$ cat config.mk
export PLATFORM = sky130hd
export DESIGN_NAME = ocp_hiccup_ctrl
export DESIGN_NICKNAME = d
export VERILOG_FILES = /design/src/rtl/ocp_pkg.sv /design/src/rtl/ocp_sync.sv /design/src/rtl/ocp_tick_gen.sv /design/src/rtl/ocp_interval.sv /design/src/rtl/ocp_seq_fsm.sv /design/src/rtl/ocp_hiccup_ctrl.sv
export SDC_FILE = /design/constraint.sdc
export NUM_CORES = 1
export LEC_CHECK = 0
export ABC_AREA = 1
export BUFFER_PORTS_ARGS = -buffer_cell sky130_fd_sc_hd__buf_2
export CELL_PAD_IN_SITES_DETAIL_PLACEMENT = 1
export CELL_PAD_IN_SITES_GLOBAL_PLACEMENT = 2
export CORE_UTILIZATION = 37
export CTS_CLUSTER_DIAMETER = 200
export CTS_CLUSTER_SIZE = 24
export DETAILED_ROUTE_END_ITERATION = 16
export GPL_TIMING_DRIVEN = 0
export HOLD_SLACK_MARGIN = 0.12
export PLACE_DENSITY = 0.88
export SLEW_MARGIN = 20
export SYNTH_ARGS = -nofsm -noshare
export SYNTH_HDL_FRONTEND = slang
export SYNTH_SLANG_ARGS = --single-unit
$ cat constraint.sdc
create_clock -name clk -period 3.6 [get_ports clk]
set_input_delay 0.54 -clock clk [delete_from_list [all_inputs] [get_ports clk]]
set_output_delay 0.54 -clock clk [all_outputs]
set_load 0.05 [all_outputs]
$ cat src/rtl/ocp_pkg.sv
// Package ocp_pkg
// Shared types of the overcurrent hiccup controller.
// Assumes: nothing beyond IEEE 1800-2017.
package ocp_pkg;

    // Sequencer states:
    //   IDLE  - master enable low, everything off
    //   RUN   - stages on, no limit seen
    //   HOLD  - dynamic mode, limit present, tolerance window running
    //   COOL  - dynamic mode, forced-off interval running
    //   CLAMP - static mode, limit present, stages kept on
    typedef enum logic [2:0] {
        ST_IDLE  = 3'd0,
        ST_RUN   = 3'd1,
        ST_HOLD  = 3'd2,
        ST_COOL  = 3'd3,
        ST_CLAMP = 3'd4
    } ocp_state_e;

endpackage

$ cat src/rtl/ocp_sync.sv
// Module ocp_sync
// Brings an asynchronous level into the clock domain through a chain of
// STAGES flops.
// Assumes: STAGES >= 2; the input is a slow level, not a pulse.
module ocp_sync #(
    parameter int STAGES = 2
) (
    input  logic clk,
    input  logic rst_n,
    input  logic d_async,
    output logic q_sync
);

    logic [STAGES-1:0] chain_q;

    // Shift the sampled level through the flop chain.
    always_ff @(posedge clk) begin
        if (!rst_n) begin
            chain_q <= '0;
        end else begin
            chain_q <= {chain_q[STAGES-2:0], d_async};
        end
    end

    assign q_sync = chain_q[STAGES-1];

    // The output is the previous value of the stage before it.
    AST_SYNC_SHIFT: assert property (@(posedge clk) disable iff (!rst_n)
        $past(rst_n) |-> q_sync == $past(chain_q[STAGES-2]));

endmodule

$ cat src/rtl/ocp_tick_gen.sv
// Module ocp_tick_gen
// Prescaler that produces a one-cycle tick every TICK_DIV cycles; a clear
// input restarts the count so that a new interval starts on a tick boundary.
// Assumes: TICK_DIV >= 1.
module ocp_tick_gen #(
    parameter int TICK_DIV = 50000
) (
    input  logic clk,
    input  logic rst_n,
    input  logic clr,
    output logic tick
);

    localparam int PW = (TICK_DIV > 1) ? $clog2(TICK_DIV) : 1;

    generate
        if (TICK_DIV == 1) begin : g_direct
            // Every cycle is a tick; nothing to count.
            assign tick = 1'b1;
        end else begin : g_count
            localparam logic [PW-1:0] LAST = PW'(TICK_DIV - 1);
            logic [PW-1:0] div_q;

            // Count cycles modulo TICK_DIV, restarting on clear.
            always_ff @(posedge clk) begin
                if (!rst_n || clr) begin
                    div_q <= '0;
                end else if (div_q == LAST) begin
                    div_q <= '0;
                end else begin
                    div_q <= div_q + PW'(1);
                end
            end

            assign tick = (div_q == LAST);

            // Two ticks never fall on adjacent cycles.
            AST_TICK_SPACING: assert property (@(posedge clk) disable iff (!rst_n)
                tick |=> !tick);
        end
    endgenerate

endmodule

$ cat src/rtl/ocp_interval.sv
// Module ocp_interval
// Counts ticks since the last clear and flags the tick that completes the
// requested number of ticks. Saturates so that a long stay in a state that
// does not use the count cannot wrap it.
// Assumes: target >= 1 and target <= MAX_TICKS.
module ocp_interval #(
    parameter int MAX_TICKS = 900,
    parameter int CW        = $clog2(MAX_TICKS + 1)
) (
    input  logic          clk,
    input  logic          rst_n,
    input  logic          clr,
    input  logic          tick,
    input  logic [CW-1:0] target,
    output logic          done
);

    localparam logic [CW-1:0] CNT_MAX = CW'(MAX_TICKS);

    logic [CW-1:0] cnt_q;

    // Advance on each tick, restart on clear, stop at the maximum.
    always_ff @(posedge clk) begin
        if (!rst_n || clr) begin
            cnt_q <= '0;
        end else if (tick && (cnt_q != CNT_MAX)) begin
            cnt_q <= cnt_q + CW'(1);
        end
    end

    assign done = tick && (cnt_q == (target - CW'(1)));

    // A tick on a non-saturated counter advances it by exactly one.
    AST_TICK_ADVANCES: assert property (@(posedge clk) disable iff (!rst_n)
        (tick && !clr && cnt_q != CNT_MAX) |=> cnt_q == $past(cnt_q) + CW'(1));

endmodule

$ cat src/rtl/ocp_seq_fsm.sv
// Module ocp_seq_fsm
// Protection sequencer: decides from the synchronized limit, the mode bit
// and the master enable whether the stages run, tolerate, cool off or clamp.
// Requests a restart of the interval timers on every state change and picks
// which interval length the timer compares against.
// Assumes: lim_s is already synchronized; span_done refers to the current
// state's interval, counted from the last restart.
module ocp_seq_fsm
    import ocp_pkg::*;
#(
    parameter int WIN_TICKS = 50,
    parameter int OFF_TICKS = 900,
    parameter int CW        = 10
) (
    input  logic          clk,
    input  logic          rst_n,
    input  logic          lim_s,
    input  logic          mode_dyn,
    input  logic          master_en,
    input  logic          span_done,
    output logic          restart,
    output logic [CW-1:0] span_target,
    output logic          stage_on,
    output logic          flag
);

    localparam logic [CW-1:0] WIN_T = CW'(WIN_TICKS);
    localparam logic [CW-1:0] OFF_T = CW'(OFF_TICKS);

    ocp_state_e state_q;
    ocp_state_e state_d;

    // Next-state choice; release beats mode change, mode change beats expiry.
    always_comb begin
        state_d = state_q;
        if (!master_en) begin
            state_d = ST_IDLE;
        end else begin
            case (state_q)
                ST_IDLE:  state_d = ST_RUN;
                ST_RUN: begin
                    if (lim_s) begin
                        state_d = mode_dyn ? ST_HOLD : ST_CLAMP;
                    end
                end
                ST_HOLD: begin
                    if (!lim_s) begin
                        state_d = ST_RUN;
                    end else if (!mode_dyn) begin
                        state_d = ST_CLAMP;
                    end else if (span_done) begin
                        state_d = ST_COOL;
                    end
                end
                ST_COOL: begin
                    if (span_done) begin
                        state_d = ST_RUN;
                    end
                end
                ST_CLAMP: begin
                    if (!lim_s) begin
                        state_d = ST_RUN;
                    end else if (mode_dyn) begin
                        state_d = ST_HOLD;
                    end
                end
                default:  state_d = ST_IDLE;
            endcase
        end
    end

    // State register.
    always_ff @(posedge clk) begin
        if (!rst_n) begin
            state_q <= ST_IDLE;
        end else begin
            state_q <= state_d;
        end
    end

    // Timer control and output decode.
    always_comb begin
        restart     = (state_d != state_q);
        span_target = (state_q == ST_COOL) ? OFF_T : WIN_T;
        stage_on    = (state_q == ST_RUN) || (state_q == ST_HOLD) || (state_q == ST_CLAMP);
        flag        = (state_q == ST_HOLD) || (state_q == ST_COOL) || (state_q == ST_CLAMP);
    end

    AST_MASTER_OFF_IDLE: assert property (@(posedge clk) disable iff (!rst_n)
        !master_en |=> state_q == ST_IDLE);

    AST_CLEAR_RETURNS: assert property (@(posedge clk) disable iff (!rst_n)
        (master_en && state_q == ST_HOLD && !lim_s) |=> state_q == ST_RUN);

    AST_OFF_ONLY_FROM_WINDOW: assert property (@(posedge clk) disable iff (!rst_n)
        (state_q == ST_COOL) |-> ($past(state_q) == ST_HOLD || $past(state_q) == ST_COOL));

    AST_STATIC_NO_OFF: assert property (@(posedge clk) disable iff (!rst_n)
        (!mode_dyn && state_q != ST_COOL) |=> state_q != ST_COOL);

    AST_COOL_COMPLETES: assert property (@(posedge clk) disable iff (!rst_n)
        (master_en && state_q == ST_COOL && !span_done) |=> state_q == ST_COOL);

endmodule

$ cat src/rtl/ocp_hiccup_ctrl.sv
// Module ocp_hiccup_ctrl (top)
// Overcurrent supervisor for a linear output stage and its boost supply:
// hiccup retry in dynamic mode, flag-only limiting in static mode.
// Assumes: clk is free running; ilim_raw is a level from the analog limit
// comparator; WIN_TICKS and OFF_TICKS are at least 1.
module ocp_hiccup_ctrl #(
    parameter int TICK_DIV    = 50000,
    parameter int WIN_TICKS   = 50,
    parameter int OFF_TICKS   = 900,
    parameter int SYNC_STAGES = 2
) (
    input  logic clk,
    input  logic rst_n,
    input  logic ilim_raw,
    input  logic mode_dyn,
    input  logic master_en,
    output logic lin_en,
    output logic boost_en,
    output logic ovl_flag
);

    localparam int MAX_TICKS = (WIN_TICKS > OFF_TICKS) ? WIN_TICKS : OFF_TICKS;
    localparam int CW        = $clog2(MAX_TICKS + 1);

    logic          lim_s;
    logic          tick;
    logic          restart;
    logic          span_done;
    logic [CW-1:0] span_target;
    logic          stage_on;

    ocp_sync #(
        .STAGES (SYNC_STAGES)
    ) sync_i (
        .clk     (clk),
        .rst_n   (rst_n),
        .d_async (ilim_raw),
        .q_sync  (lim_s)
    );

    ocp_tick_gen #(
        .TICK_DIV (TICK_DIV)
    ) tick_i (
        .clk   (clk),
        .rst_n (rst_n),
        .clr   (restart),
        .tick  (tick)
    );

    ocp_interval #(
        .MAX_TICKS (MAX_TICKS),
        .CW        (CW)
    ) span_i (
        .clk    (clk),
        .rst_n  (rst_n),
        .clr    (restart),
        .tick   (tick),
        .target (span_target),
        .done   (span_done)
    );

    ocp_seq_fsm #(
        .WIN_TICKS (WIN_TICKS),
        .OFF_TICKS (OFF_TICKS),
        .CW        (CW)
    ) fsm_i (
        .clk         (clk),
        .rst_n       (rst_n),
        .lim_s       (lim_s),
        .mode_dyn    (mode_dyn),
        .master_en   (master_en),
        .span_done   (span_done),
        .restart     (restart),
        .span_target (span_target),
        .stage_on    (stage_on),
        .flag        (ovl_flag)
    );

    // Both stages share one enable decision.
    assign lin_en   = stage_on;
    assign boost_en = stage_on;

    // Shutdown always comes with the flag raised while master enable is high.
    AST_OFF_FLAGGED: assert property (@(posedge clk) disable iff (!rst_n)
        ($past(master_en) && master_en && !lin_en && $past(lin_en)) |-> ovl_flag);

endmodule

### Word level (Yosys, flattened, before mapping)

Cells that the tools add are included.

* bits in latches: 0
* ROM bits: 0
* bits in registers: 31
* memory bits (writable): 0
* logic and storage cells: 36
* memories kept: 0

* reductions and logical operators: 10
* div/mod/pow operators: 0
* shifts and indexed selects: 0
* multipliers: 0
* magnitude comparators: 0
* mux-type cells: 11
* bitwise logic cells: 0
* $add $sub $neg: 3
* eq/ne operators: 8

Operator list (number)
* $mux W3: 9
* $add A16 B1 Y16 const B: 1
* $eq A16 B16 Y1 const B: 1
* $pmux W3 S5: 1
* $add A10 B1 Y10 const B: 1
* $eq A10 B10 Y1: 1
* $mux W10: 1
* $ne A10 B10 Y1 const B: 1
* $sub A10 B1 Y10 const B: 1
* $eq A3 B2 Y1 const B: 2
* $logic_or A1 B1 Y1: 5
* $eq A3 B1 Y1 const B: 1
* $eq A3 B3 Y1 const B: 1
* $logic_not A3 Y1: 1
* $ne A3 B3 Y1: 1
* $logic_and A1 B1 Y1: 2
* $reduce_or A2 Y1: 1
* $logic_not A1 Y1: 1

### Longest topological paths before layout

Gate-level depths: netlist of run 1.

* word-level depth: 13
* depth in mapped cells: 15

### By module

A second synthesis of run 1 with hierarchy kept.

* cells, all modules: 382
* area, all modules: 2284.7 µm²

By module, submodules not included
* ocp_interval: instances 1, cells each 169, area each 950.9 µm², sequential area each 200.2 µm²
* ocp_tick_gen: instances 1, cells each 131, area each 863.3 µm², sequential area each 320.3 µm²
* ocp_seq_fsm: instances 1, cells each 75, area each 407.9 µm², sequential area each 60.1 µm²
* ocp_sync: instances 1, cells each 6, area each 55.1 µm², sequential area each 40.0 µm²
* ocp_hiccup_ctrl: instances 1, cells each 1, area each 7.5 µm², sequential area each 0.0 µm²

### Least setup slack after synthesis of run 1

No wires, ideal clock.

* path type: register to output
* start: reg fsm_i.state_q[1]
* end: out ovl_flag
* data required time: 3.060 ns
* data arrival time: 1.556 ns
* stages on the path, launching flop included: 3
* path slack: 1.504 ns
* cell sequence: dfxtp_1 -> inv_1 -> o21ai_0

* word-level cells in the longest chain between the ends: 3

RTL lines
* start, declared: line ocp_seq_fsm.sv:30 `ocp_state_e state_q;`
* start signal, assigned: line ocp_seq_fsm.sv:77 `state_q <= state_d;`
* $eq A3 B2 Y1: line ocp_seq_fsm.sv:86 `flag = (state_q == ST_HOLD) || (state_q == ST_COOL) || (state_q == ST_CLAMP);`
* $logic_or A1 B1 Y1: line ocp_seq_fsm.sv:86
* $logic_or A1 B1 Y1 (*): line ocp_seq_fsm.sv:86
* end, declared: line ocp_hiccup_ctrl.sv:19 `output logic ovl_flag`

Every way passes the cells marked *; elsewhere a longest branch is shown, timed or not.

### Worst setup path after layout of run 1

* start: reg tick_i.g_count.div_q[0]
* end: reg tick_i.g_count.div_q[10]

* word-level cells in the longest chain between the ends: 10

RTL lines
* start, declared: line ocp_tick_gen.sv:22 `logic [PW-1:0] div_q;`
* start signal, assigned: line ocp_tick_gen.sv:31 `div_q <= div_q + PW'(1);`
* $eq A16 B16 Y1: line ocp_tick_gen.sv:28, ocp_tick_gen.sv:35
* $logic_and A1 B1 Y1: line ocp_interval.sv:31 `assign done = tick && (cnt_q == (target - CW'(1)));`
* $mux W3: line ocp_seq_fsm.sv:51 `end else if (span_done) begin`
* $mux W3: line ocp_seq_fsm.sv:49 `end else if (!mode_dyn) begin`
* $mux W3: line ocp_seq_fsm.sv:47 `if (!lim_s) begin`
* $pmux W3 S5: line ocp_seq_fsm.sv:39 `case (state_q)`
* $mux W3: line ocp_seq_fsm.sv:36 `if (!master_en) begin`
* $ne A3 B3 Y1: line ocp_seq_fsm.sv:83 `restart = (state_d != state_q);`
* $logic_or A1 B1 Y1: line ocp_tick_gen.sv:26 `if (!rst_n || clr) begin`
* $reduce_or A2 Y1 (no source line)

Parallel ways exist; a longest one is shown, timed or not.
A chain may end at the register's enable or synchronous reset.

==> results of run 1 <==
## final cells by class
class,count,area [sq um],share of cell area (%)
timing repair buffer,7,35.0,1.78
tap,52,65.1,3.30
multi-input combinational,164,915,46.4
sequential,31,621,31.5
clock inverter,3,67.6,3.43
inverter,48,180,9.14
buffer,2,18.8,0.952
clock buffer,5,68.8,3.49
## power breakdown
| group | total (mW) | switching (mW) | internal (mW) | leakage (nW) |
|---|---|---|---|---|
| Clock | 0.416 | 0.140 | 0.276 | 0.0644 |
| Combinational | 0.0442 | 0.0303 | 0.0139 | 0.440 |
| Sequential | 0.349 | 0.00268 | 0.347 | 0.251 |
## worst paths after layout
kind | start | end | slack [ns] | depth (start not counted)
hold / removal | sync_i.chain_q[0]$_SDFF_PN0_ | sync_i.chain_q[1]$_SDFF_PN0_ | 0.42 | 2
setup reg to reg | tick_i.g_count.div_q[0]$_SDFF_PP0_ | tick_i.g_count.div_q[10]$_SDFF_PP0_ | 1.57 | 13
setup / recovery | tick_i.g_count.div_q[0]$_SDFF_PP0_ | tick_i.g_count.div_q[10]$_SDFF_PP0_ | 1.57 | 13
hold reg to reg | sync_i.chain_q[0]$_SDFF_PN0_ | sync_i.chain_q[1]$_SDFF_PN0_ | 0.42 | 2
## stage by stage
| stage | cells | util, % | cell area [sq um] | power, mW | hold slack, ns |
|---|---|---|---|---|---|
| floorplan | 245 | - | 1730 | 0.390 | 0.390 |
| global placement | 304 | 41.3 | 1830 | 0.402 | 0.407 |
| detailed placement | 304 | 41.3 | 1830 | 0.403 | 0.417 |
| CTS | 312 | 44.3 | 1970 | 0.823 | 0.431 |
| global route | 312 | 44.3 | 1970 | 0.843 | 0.424 |
| finish | 312 | 44.3 | 1970 | 0.810 | 0.424 |
## cell families (layout without fill, tap and decap cells)
logic type      after synthesis  count (layout)  share of synthesized area [%]
fa+ha+maj                     3               3                           2.16
xor+xnor                     22              22                           11.1
compound gates                9               9                           3.03
simple gates                130             130                           36.4
buf+inv                      50              65                           11.5
flops                        31              31                           35.8
## cell usage in the layout, fill, tap and decap left out, types with 2 or more instances in the layout
cell,Yosys,routed
nand3_1,21,21
nand4_1,7,7
clkbuf_8,0,5
nor2_2,11,11
xor2_1,18,18
o21ai_0,5,5
ha_1,3,3
nand2_1,36,36
inv_1,45,45
nor3_1,5,5
a21oi_2,2,2
a21oi_1,2,2
buf_2,0,7
dfxtp_1,31,31
nand2_2,4,4
inv_2,2,2
nor2_4,2,2
nor2_1,38,38
bufinv_16,0,2
xnor2_1,4,4
## critical path, cell delays in order (launching register included)
cell,delay [ns]
dfxtp_1,0.35
ha_1,0.23
nand2_2,0.10
nor2_2,0.11
nand2_1,0.11
nor2_4,0.17
nand4_1,0.13
nand2_2,0.11
nand3_1,0.07
nand2_1,0.11
nor2_4,0.05
nand3_4,0.12
buf_6,0.19
nor2_2,0.04
## flip-flops by register name, indices dropped and copies added, names as in the netlist
signal and cells:
fsm_i.state_q 3, span_i.cnt_q 10, sync_i.chain_q 2, tick_i.g_count.div_q 16
## layer usage
metal / track usage [%] / wire length, microns
met5: 0 / 0
met3: 4.76 / 100
met1: 20.9 / 1800
met4: 4.76 / 30
met2: 27.7 / 1610
==> impl_metrics.env, run 1 <==
export IMPL_syn_inst=245
export IMPL_cts_max_level=2
export IMPL_via_per_inst=4.59
export IMPL_synth_edf_count=0
export IMPL_yosysTopAreaCell="dfxtp_1"
export IMPL_synthTopCellsByCount="45 x inv_1, 38 x nor2_1, 36 x nand2_1"
export IMPL_clock_latency_ns=0.29
export IMPL_dr_total_vias=1431
export IMPL_tightestPinTransition_ns=0.320
export IMPL_ys_flop_type="dfxtp_1"
export IMPL_synthesis_area_sq_um=1730
export IMPL_gr_total_overflow=0
export IMPL_cp_max_fo=10
export IMPL_synth_area_per_cell_sq_um=7.08
export IMPL_finalWorstSetupSlack_ns=1.57
export IMPL_run_status="finished, final reports clean"
export IMPL_yosysWarnings=0
export IMPL_clkTransAtPathRegs_ns=0.07
export IMPL_hold_viol=0
export IMPL_ys_types=26
export IMPL_syn_nets=253
export IMPL_async_flop_share_pct=0
export IMPL_portBuffers=7
export IMPL_min_path_type="reg -> reg"
export IMPL_drv_cap=0
export IMPL_yosysSeqAreaShare_pct=35.8
export IMPL_yosys_top_cells_area="dfxtp_1 36%, inv_1 9.7%, xor2_1 9.1%"
export IMPL_grt_pass1_vias=1497
export IMPL_drcViolationCount=0
export IMPL_wirelength_mm=3.55
export IMPL_ant_nets=0
export IMPL_fin_tns_setup_ns=0
export IMPL_cts_setup_buffers=0
export IMPL_finalCritPeriodShare_pct=56.4
export IMPL_worstPathArrival_ns=2.21
export IMPL_dp_slack_ns=1.56
export IMPL_core_area_sq_um=4440
export IMPL_io_pin_count=8
export IMPL_skew_ns=0.00461
export IMPL_irDropWorstVdd_uv=216
export IMPL_setup_viol=0
export IMPL_num_antenna_cells=0
export IMPL_cp_required_ns=3.78
export IMPL_filler_cell_count=592
export IMPL_layout_drive_gt1_share_pct=16.2
export IMPL_cp_end_kind="flop"
export IMPL_grt_start_max_net_pins=12
export IMPL_startpoint_type="flop"
export IMPL_cts_tree="done"
export IMPL_dp_hpwl_mm=2.72
export IMPL_final_max_slew_viol_count=0
export IMPL_cts_hold_buffers=0
export IMPL_clk_path_buf_depth=2
export IMPL_gp_routability_congestion=0.830
export IMPL_slew_headroom_pct=78.5
export IMPL_grt_usage_pct=16.7
export IMPL_fp_row_count=24
export IMPL_area_growth_pct=13.6
export IMPL_wl_per_cell_microns=11.4
export IMPL_crit_type="reg -> reg"
export IMPL_synth_most_common_cell="inv_1"
export IMPL_ctsResizeCount=0
export IMPL_drtPass1Iterations=4
export IMPL_antenna_found_initial=0
export IMPL_die_y_microns=70.5
export IMPL_ys_seq_elements=31
export IMPL_grt_pass1_wl_mm=6.47
export IMPL_cts_sinks=31
export IMPL_clock_fmax_ghz=0.493
export IMPL_grt_setup_unrepaired="false"
export IMPL_p_leak_nw=0.755
export IMPL_die_area_sq_um=4960
export IMPL_fin_crit_ns=2.03
export IMPL_drt_iter0_drc=53
export IMPL_num_nets_final=267
export IMPL_initial_core_util_pct=39.0
export IMPL_die_w_microns=70.5
export IMPL_p_per_area_nw_per_um2=411
export IMPL_root_buffer="clkbuf_8"
export IMPL_numCtsBuffers=5
export IMPL_synth_top_area_share_pct=35.8
Note: power is estimated with default switching activity, not from simulation.
==> run 2: changes to the inputs <==
--- a/config.mk
+++ b/config.mk
@@ -9,13 +9,13 @@
 export BUFFER_PORTS_ARGS = -buffer_cell sky130_fd_sc_hd__buf_2
 export CELL_PAD_IN_SITES_DETAIL_PLACEMENT = 1
 export CELL_PAD_IN_SITES_GLOBAL_PLACEMENT = 2
-export CORE_UTILIZATION = 37
+export CORE_UTILIZATION = 31
 export CTS_CLUSTER_DIAMETER = 200
 export CTS_CLUSTER_SIZE = 24
 export DETAILED_ROUTE_END_ITERATION = 16
 export GPL_TIMING_DRIVEN = 0
 export HOLD_SLACK_MARGIN = 0.12
-export PLACE_DENSITY = 0.88
+export PLACE_DENSITY = 0.8
 export SLEW_MARGIN = 20
 export SYNTH_ARGS = -nofsm -noshare
 export SYNTH_HDL_FRONTEND = slang
==> constraint.sdc (replaced) <==
create_clock -name clk -period 1.66 [get_ports clk]
set_input_delay 0.249 -clock clk [delete_from_list [all_inputs] [get_ports clk]]
set_output_delay 0.249 -clock clk [all_outputs]
set_load 0.05 [all_outputs]
==> run 2 against run 1 <==
  * The run now ends with setup timing left
  * Clock skew rose by 0.00072 ns
  * Wire length is 13% higher
  * Worst setup slack got worse by 1.7 ns
  * Count of clock-buffer cells in the layout rose by 3
  * Final area grew 19%
  * Power up 93%
  * Maximum frequency increased by 12%
  * Sequential cell count did not move
  * Die area increased by 19%
  * Non-clock buffer count grew 19
  * Combinational power grew to 3.3 times the previous value
  * Critical path type unchanged
  * Critical endpoint is now tick_i.g_count.div_q[13]$_SDFF_PP0_
  * Largest power group is now sequential cells
==> impl_metrics.env, run 2 (same netlist as run 1, synthesis figures left out) <==
export IMPL_irDropWorstVdd_uv=454
export IMPL_drt_iter0_drc=29
export IMPL_cts_max_level=2
export IMPL_wirelength_mm=4.02
export IMPL_num_antenna_cells=0
export IMPL_dp_hpwl_mm=2.83
export IMPL_root_buffer="clkbuf_8"
export IMPL_p_clk_share_pct=42.0
export IMPL_area_growth_pct=35.4
export IMPL_clock_latency_ns=0.28
export IMPL_tightestPinTransition_ns=0.286
export IMPL_cp_required_ns=1.88
export IMPL_antenna_found_initial=0
export IMPL_hold_viol=0
export IMPL_grt_pass1_vias=1641
export IMPL_finalCritPeriodShare_pct=109
export IMPL_seqPwrFrac_pct=48.6
export IMPL_ant_nets=0
export IMPL_reg2reg_depth=12
export IMPL_min_path_type="in -> reg"
export IMPL_p_per_area_nw_per_um2=665
export IMPL_grt_pass1_wl_mm=7.22
export IMPL_r2r_start="fsm_i.state_q[0]$_SDFF_PN0_"
export IMPL_core_area_sq_um=5240
export IMPL_cp_end_kind="flop"
export IMPL_min_path_cells=3
export IMPL_final_max_slew_viol_count=0
export IMPL_setup_viol=26
export IMPL_skew_ns=0.00533
export IMPL_fin_tns_setup_ns=-2.12
export IMPL_clk_path_buf_depth=2
export IMPL_p_leak_nw=0.900
export IMPL_slew_headroom_pct=80.9
export IMPL_clkTransAtPathRegs_ns=0.06
export IMPL_switchingPower_uw=368
export IMPL_grt_setup_unrepaired="true"
export IMPL_drv_cap=0
export IMPL_fp_row_count=26
export IMPL_cts_sinks=31
export IMPL_initial_core_util_pct=33.1
export IMPL_largest_register="tick_i.g_count.div_q"
export IMPL_numCtsBuffers=5
export IMPL_p_int_mw=1.19
export IMPL_layout_drive_gt1_share_pct=37.3
export IMPL_clock_fmax_ghz=0.552
export IMPL_mostFrequentLayoutCells="38 x inv_1, 32 x nor2_1, 29 x nand2_1"
export IMPL_min_from="ilim_raw"
export IMPL_mostFrequentLayoutCell="inv_1"
export IMPL_die_area_sq_um=5900
export IMPL_design_area_sq_um=2350
export IMPL_num_nets_final=286
export IMPL_die_w_microns=76.8
export IMPL_sw_frac_of_total_pct=23.6
export IMPL_gp_routability_congestion=0.726
export IMPL_fin_util_pct=44.8
export IMPL_cts_hold_buffers=0
export IMPL_grt_usage_pct=15.3
export IMPL_postPlaceCellArea_sq_um=1910
export IMPL_final_instance_count_excl_fill=349
export IMPL_p_comb_share_pct=9.4
export IMPL_gr_total_overflow=0
export IMPL_dr_total_vias=1538
export IMPL_drtPass1Iterations=4
export IMPL_timing_hold_ws_ns=0.153
export IMPL_crit_start="fsm_i.state_q[0]$_SDFF_PN0_"
export IMPL_top_regs="tick_i.g_count.div_q (16), span_i.cnt_q (10), fsm_i.state_q (3)"
export IMPL_dp_slack_ns=-0.251
export IMPL_via_per_inst=4.41
export IMPL_portBuffers=7
export IMPL_cp_max_fo=5
export IMPL_fin_crit_ns=1.81
export IMPL_largest_reg_flops=16
export IMPL_die_y_microns=76.8
export IMPL_startpoint_type="flop"
export IMPL_violations="setup timing"
export IMPL_placedCellCount=322
export IMPL_finalWorstSetupSlack_ns=-0.153
export IMPL_grt_start_max_net_pins=11
export IMPL_wl_per_cell_microns=11.5
export IMPL_crit_type="reg -> reg"
export IMPL_cts_tree="done"
export IMPL_power_total_mw=1.56
export IMPL_io_pin_count=8
export IMPL_worstPathArrival_ns=2.03
export IMPL_run_status="complete, but fails checks"
export IMPL_drcViolationCount=0
[run 2: layer usage]
metal	vias to the layer above	GRT usage, %	wire (microns)
met5	-	0	0
met4	0	4.62	46
met3	5	4.40	99
met2	11	26.6	1980
met1	709	17.9	1900
li1	813	-	-
[run 2: cell type report]
| class | instances | area, sq um |
|---|---|---|
| sequential | 31 | 642 |
| inverter | 48 | 186 |
| tap | 70 | 87.6 |
| fill | 653 | 2890 |
| buffer | 1 | 7.51 |
| multi-input combinational | 164 | 1100 |
| clock buffer | 8 | 100 |
| timing repair buffer | 27 | 228 |
[run 2: path summary, 6_finish.rpt]
check / end / slack [ns]
worst min register to register: sync_i.chain_q[1]$_SDFF_PN0_ / 0.42
worst max-delay path: tick_i.g_count.div_q[13]$_SDFF_PP0_ / -0.15
worst min-delay path: sync_i.chain_q[0]$_SDFF_PN0_ / 0.15
worst max register to register: tick_i.g_count.div_q[13]$_SDFF_PP0_ / -0.15
[run 2: power groups by stage]
stage / clock [mW] / sequential [mW] / combinational [mW]
2_1_floorplan: 0 / 0.777 / 0.0784
3_3_place_gp: 0 / 0.778 / 0.103
3_5_place_dp: 0 / 0.779 / 0.103
4_1_cts: 0.688 / 0.759 / 0.145
5_1_grt: 0.724 / 0.760 / 0.164
6_report: 0.655 / 0.759 / 0.148
[run 2: worst max-delay path: stages, from the launching register on]
cell	delay (ns)
dfxtp_4	0.40
clkinvlp_4	0.12
nand3_2	0.10
nand3_4	0.11
a21oi_2	0.18
nand2_2	0.10
nand3_1	0.08
nand2_1	0.08
nor2_4	0.15
nand3_4	0.11
buf_12	0.14
buf_16	0.13
nor2_2	0.06
[run 2: what timing repair did]
action                                 4_1_cts  5_1_grt
pin swaps                                   12       10
setup endpoints to repair                   26       28
resized for setup                           30       22
gates cloned                                 1        0
endpoints found under the hold margin        0        0
setup buffers                               15        7
